$ cat src/rtl/pwr_restore_pkg.sv
package pwr_restore_pkg;

    typedef enum logic [1:0] {
        POL_STAY_OFF = 2'b00,
        POL_TURN_ON  = 2'b01,
        POL_PREVIOUS = 2'b10,
        POL_OFF_ALT  = 2'b11
    } restore_pol_t;

    // fields kept alive by the battery domain
    typedef struct packed {
        restore_pol_t policy;
        logic         prev_on;
        logic         samp_en;
        logic         rec_en;
    } bat_fields_t;

    // fields restored by the standby power-on reset
    typedef struct packed {
        logic kb_btn_en;
        logic btn_en;
    } stby_fields_t;

endpackage

$ cat src/rtl/prs_history.sv
module prs_history #(
    parameter int DEPTH = 8
) (
    input  logic clk,
    input  logic rst_n,
    input  logic en_i,
    input  logic tick_i,
    input  logic pin_on_i,
    output logic newest_o
);
    logic [DEPTH-1:0] hist_d, hist_q;

    always_comb begin
        hist_d = hist_q;
        if (en_i && tick_i) begin
            hist_d = {hist_q[DEPTH-2:0], pin_on_i};
        end
    end

    always_ff @(posedge clk or negedge rst_n) begin
        if (!rst_n) hist_q <= '0;
        else        hist_q <= hist_d;
    end

    assign newest_o = hist_q[0];

    p_hist_hold_r3: assert property (@(posedge clk) disable iff (!rst_n)
        !en_i |=> $stable(hist_q))
        else $error("history changed while sampling disabled");

    p_hist_shift_r3: assert property (@(posedge clk) disable iff (!rst_n)
        (en_i && tick_i) |=> (newest_o == $past(pin_on_i)))
        else $error("newest history entry does not match sampled pin");

endmodule

$ cat src/rtl/prs_restore.sv
module prs_restore
    import pwr_restore_pkg::*;
#(
    parameter int PULSE_CYCLES = 16
) (
    input  logic         clk,
    input  logic         rst_n,
    input  restore_pol_t policy_i,
    input  logic         rec_en_i,
    input  logic         prev_on_i,
    output logic         pb_out_n
);
    localparam int CNT_W = $clog2(PULSE_CYCLES + 1);

    typedef struct packed {
        logic             armed;
        logic [CNT_W-1:0] cnt;
    } rs_state_t;

    rs_state_t st_d, st_q;
    logic      want_on;

    always_comb begin
        unique case (policy_i)
            POL_TURN_ON:  want_on = 1'b1;
            POL_PREVIOUS: want_on = prev_on_i;
            default:      want_on = 1'b0;
        endcase
    end

    always_comb begin
        st_d = st_q;
        if (st_q.cnt != '0) st_d.cnt = st_q.cnt - 1'b1;
        if (st_q.armed) begin
            st_d.armed = 1'b0;
            if (rec_en_i && want_on) st_d.cnt = CNT_W'(PULSE_CYCLES);
        end
    end

    always_ff @(posedge clk or negedge rst_n) begin
        if (!rst_n) begin
            st_q.armed <= 1'b1;
            st_q.cnt   <= '0;
        end else begin
            st_q <= st_d;
        end
    end

    assign pb_out_n = (st_q.cnt == '0);

    p_one_pulse_r10: assert property (@(posedge clk) disable iff (!rst_n)
        (!st_q.armed && pb_out_n) |=> pb_out_n)
        else $error("second button pulse in one power-up");

    p_pulse_needs_enable_r9: assert property (@(posedge clk) disable iff (!rst_n)
        $fell(pb_out_n) |-> $past(rec_en_i))
        else $error("button pulse with recovery disabled");

endmodule

$ cat src/rtl/pwr_restore_ctrl.sv
module pwr_restore_ctrl
    import pwr_restore_pkg::*;
#(
    parameter int HIST_DEPTH   = 8,
    parameter int PULSE_CYCLES = 16
) (
    input  logic       clk,
    input  logic       rst_bat_n,
    input  logic       rst_stby_n,
    input  logic       rst_main_n,
    input  logic       wr_en,
    input  logic [7:0] wr_data,
    output logic [7:0] rd_data,
    input  logic       ps_on_n,
    input  logic       sample_tick,
    input  logic       pwr_lost,
    output logic       pb_out_n
);
    bat_fields_t  bat_d, bat_q;
    stby_fields_t stby_d, stby_q;
    logic         lock_d, lock_q;
    logic         lock_rst_n;
    logic         hist_newest;

    assign lock_rst_n = rst_stby_n & rst_main_n;

    prs_history #(.DEPTH(HIST_DEPTH)) u_hist (
        .clk      (clk),
        .rst_n    (rst_stby_n),
        .en_i     (bat_q.samp_en),
        .tick_i   (sample_tick),
        .pin_on_i (~ps_on_n),
        .newest_o (hist_newest)
    );

    prs_restore #(.PULSE_CYCLES(PULSE_CYCLES)) u_restore (
        .clk       (clk),
        .rst_n     (rst_stby_n),
        .policy_i  (bat_q.policy),
        .rec_en_i  (bat_q.rec_en),
        .prev_on_i (bat_q.prev_on),
        .pb_out_n  (pb_out_n)
    );

    always_comb begin
        bat_d  = bat_q;
        stby_d = stby_q;
        lock_d = lock_q;
        if (wr_en && !lock_q) begin
            lock_d           = wr_data[7];
            bat_d.policy     = restore_pol_t'(wr_data[6:5]);
            bat_d.samp_en    = wr_data[3];
            bat_d.rec_en     = wr_data[2];
            stby_d.kb_btn_en = wr_data[1];
            stby_d.btn_en    = wr_data[0];
        end
        if (pwr_lost) begin
            bat_d.prev_on = bat_q.samp_en ? hist_newest : ~ps_on_n;
        end
    end

    always_ff @(posedge clk or negedge rst_bat_n) begin
        if (!rst_bat_n) bat_q <= '0;
        else            bat_q <= bat_d;
    end

    always_ff @(posedge clk or negedge rst_stby_n) begin
        if (!rst_stby_n) stby_q <= '1;
        else             stby_q <= stby_d;
    end

    always_ff @(posedge clk or negedge lock_rst_n) begin
        if (!lock_rst_n) lock_q <= 1'b0;
        else             lock_q <= lock_d;
    end

    assign rd_data = {lock_q, bat_q.policy, bat_q.prev_on, bat_q.samp_en,
                      bat_q.rec_en, stby_q.kb_btn_en, stby_q.btn_en};

    p_locked_frozen_r6: assert property (@(posedge clk)
        disable iff (!rst_bat_n || !rst_stby_n || !rst_main_n)
        (lock_q && wr_en) |=> ($stable(rd_data[7:5]) && $stable(rd_data[3:0])))
        else $error("locked register changed on write");

    p_prev_readonly_r5: assert property (@(posedge clk)
        disable iff (!rst_bat_n || !rst_stby_n || !rst_main_n)
        (wr_en && !pwr_lost) |=> $stable(rd_data[4]))
        else $error("previous-state bit changed by a write");

    p_prev_capture_r4: assert property (@(posedge clk)
        disable iff (!rst_bat_n || !rst_stby_n || !rst_main_n)
        (pwr_lost && !rd_data[3]) |=> (rd_data[4] == !$past(ps_on_n)))
        else $error("previous-state bit missed live pin");

endmodule

$ cat config.mk
export PLATFORM = sky130hd
export DESIGN_NAME = pwr_restore_ctrl
export DESIGN_NICKNAME = d
export VERILOG_FILES = /design/src/rtl/pwr_restore_pkg.sv /design/src/rtl/prs_history.sv /design/src/rtl/prs_restore.sv /design/src/rtl/pwr_restore_ctrl.sv
export SDC_FILE = /design/constraint.sdc
export NUM_CORES = 1
export LEC_CHECK = 0
export ABC_AREA = 1
export BUFFER_PORTS_ARGS = -buffer_cell sky130_fd_sc_hd__buf_2
export CORE_MARGIN = 2
export CORE_UTILIZATION = 54
export CTS_BUF_LIST = sky130_fd_sc_hd__clkbuf_4 sky130_fd_sc_hd__clkbuf_8
export CTS_CLUSTER_SIZE = 16
export DETAILED_ROUTE_END_ITERATION = 6
export PLACE_DENSITY = 0.83
export RECOVER_POWER = 100
export SETUP_SLACK_MARGIN = 0.05
export SLEW_MARGIN = 20
export SYNTH_ARGS = -nofsm -noshare
export SYNTH_HDL_FRONTEND = slang
export SYNTH_SLANG_ARGS = --single-unit
export TNS_END_PERCENT = 20
$ cat constraint.sdc
create_clock -name clk -period 2.7 [get_ports clk]
set_input_delay 0.405 -clock clk [delete_from_list [all_inputs] [get_ports clk]]
set_output_delay 0.405 -clock clk [all_outputs]
set_load 0.005 [all_outputs]
==> metrics <==
Die Footprint=1650 µm²; CTS H-Tree Depth=1; First DRT Iteration DRCs=12; CP Data Required Time=2.30 ns; Max Cap Violations=0; # hold bufs at CTS=3; dpl ws=1.28 ns; met2 WL=685 µm; Comb power frac=6.1%; EDFF count, synth=0; initial antenna violation count=0; ranking of synthesized cells by area=dfrtp_1 42%, nand2_1 12%, dfstp_2 11%; GRT overflow=0; HP Class=primary input to register; CP endpoint kind=primary output; CTS root buffer=clkbuf_4; Clock Power Share=32.9%; Hold Vio Cnt, Final=0; top-count cell post-synth=nand2_1; internal power=0.294 mW; Achievable Freq=0.563 GHz; gr usage total=20.8%; Final Instance Area=868 µm²; Max Buffers Root-to-Sink=2; Leakage Power=0.493 nW; post-CTS setup buffer count=0; Antenna Nets Post-Route=0; largest net degree at the start of global routing=11; status=finished clean; wire per inst=10.6 µm; most common library cells after synthesis=23 x nand2_1, 12 x dfrtp_1, 12 x nor2_1; unrepaired setup endpoints after global routing=no; DRT Pass-1 Iters=4; core region area=1270 µm²; Sw Ratio=21.5%; Clock Sinks=15; Synth Instances=85; top layer used by detailed routing=met4; post-synth top area cell=dfrtp_1; count of different cell masters after synthesis=17; vias in the first global route=531; setup ws final=0.924 ns; register share of total power=61.1%; CTS tree=yes; startpoint types=register; wl on met1=580 µm; power density over the cells=431 nW/µm²; Pwr Total=0.374 mW; diode count=0; Vias=596; clk_skew=0.00182 ns; sw power=0.0806 mW; DIE HEIGHT=40.6 µm; CP max FO=6; num ports=25; Non-Filler Instances=126; P&R area growth vs syn=20.1%; part of the cycle the worst path needs=65.8%; # DRC=0; latest clock arrival within the worst-skew pair=0.27 ns; post-DR vias/cell=4.73; Crit path arrival time=1.37 ns; post-layout util=68.4%; Least-Margin Pin Slew=0.555 ns; post-synthesis sequential area ratio=52.4%; Starting Density=57.0%; Synth Cell Area=723 µm²; synthesized area per cell=8.51 µm²; CTS clock-pin slew for the worst setup and hold paths=0.09 ns; Hold WS=0.317 ns; syn nets=104; setup_tns=0 ns; yosys warns=0; routed wl met3=58 µm; Post-synth ARST share=100%; max-slew violations=0; Worst Setup Path Type=register to primary output; placed cell count=119; fin crit period=1.78 ns; layout cells sized above 1=25.2%; Post-DP HPWL=1010 µm; Layout Nets=131; Port Buffers=23; slew margin rel.=63.0%; clock buffer count from CTS=3; final setup violation count=0; # rows=13; first-pass GRT wire length=2120 µm; placer's final routability congestion estimate=0.702; post-CTS sizing=0; share of the synthesized area in the top cell type=41.5%; Yosys reg bits=15; Routed WL=1340 µm; chip width=40.6 µm; ys flop type=dfrtp_1; Post-DP Area=827 µm²; worst vdd ir=0.377 mV
## power groups by stage
| stage | Combinational [mW] | Clock (mW) | Sequential (mW) |
|---|---|---|---|
| after CTS | 0.0231 | 0.131 | 0.229 |
| after global placement | 0.0192 | 0 | 0.233 |
| after global routing | 0.0261 | 0.142 | 0.229 |
| after floorplan | 0.00490 | 0 | 0.233 |
| final | 0.0227 | 0.123 | 0.229 |
| after detailed placement | 0.0197 | 0 | 0.233 |
## worst paths after layout
kind                                              from                     endpoint  slack (ns)  cells past startpoint
setup / recovery           u_restore.st_q[0]$_DFF_PN0_                     pb_out_n        0.92                      5
hold / removal                              wr_data[7]           lock_q$_DFFE_PN0P_        0.32                      3
setup reg to reg                rd_data[5]$_DFFE_PN0P_  u_restore.st_q[2]$_DFF_PN0_        1.43                      6
hold reg to reg                 rd_data[0]$_DFFE_PN1P_       rd_data[0]$_DFFE_PN1P_        0.47                      2
max in group asynchronous                   rst_stby_n           lock_q$_DFFE_PN0P_        1.63                      4
min in group asynchronous                    rst_bat_n       rd_data[2]$_DFFE_PN0P_        0.50                      2
## flip-flops by register name, summed over array words and instances, names as in the netlist
| name | flops |
|---|---|
| rd_data | 7 |
| u_hist.hist_q | 1 |
| lock_q | 1 |
| u_restore.st_q | 6 |
## area by class of cell
type / instances / area, µm²
fillers: 102 / 400
flip-flops and latches: 15 / 379
multi-input cells: 55 / 260
repair buffers: 26 / 141
inverters: 11 / 41.3
clock buffers: 3 / 22.5
well taps: 15 / 18.8
clock inverters: 1 / 5.00
## critical path: stages (launching register included)
cell and delay (ns):
dfrtp_1 0.40, inv_1 0.10, ha_1 0.21, nand3_1 0.20, inv_1 0.09, buf_2 0.11
## cells by family (layout without fill, tap and decap cells)
family                   Yosys count  in the layout  share of synthesized area, %
AO/OA/AOI/OAI                      7              7                          5.36
adder cells (fa/ha/maj)            3              3                          5.19
other                              1              1                         0.519
buffers and inverters             15             41                          9.86
AND/OR/NAND/NOR                   43             43                          25.4
XOR/XNOR                           1              1                          1.21
flip-flops                        15             15                          52.4
## layout by cell type, fill, tap and decap left out, drive strengths merged
cell	synthesis	layout
a21oi	5	5
a31oi	1	1
buf	4	20
clkbuf	0	6
clkinv	0	1
conb	1	1
dfrtp	12	12
dfstp	3	3
dlygate4sd3	0	3
ha	3	3
inv	11	11
nand2	24	24
nand3	6	6
nor2	13	13
o21a	1	1
xnor2	1	1
## layer usage
metal	up-vias	global-route usage, %
li1	309	-
met4	0	10.0
met1	272	23.1
met5	-	0
met3	2	6.67
met2	13	35.3
(Power assumes the default switching activity.)
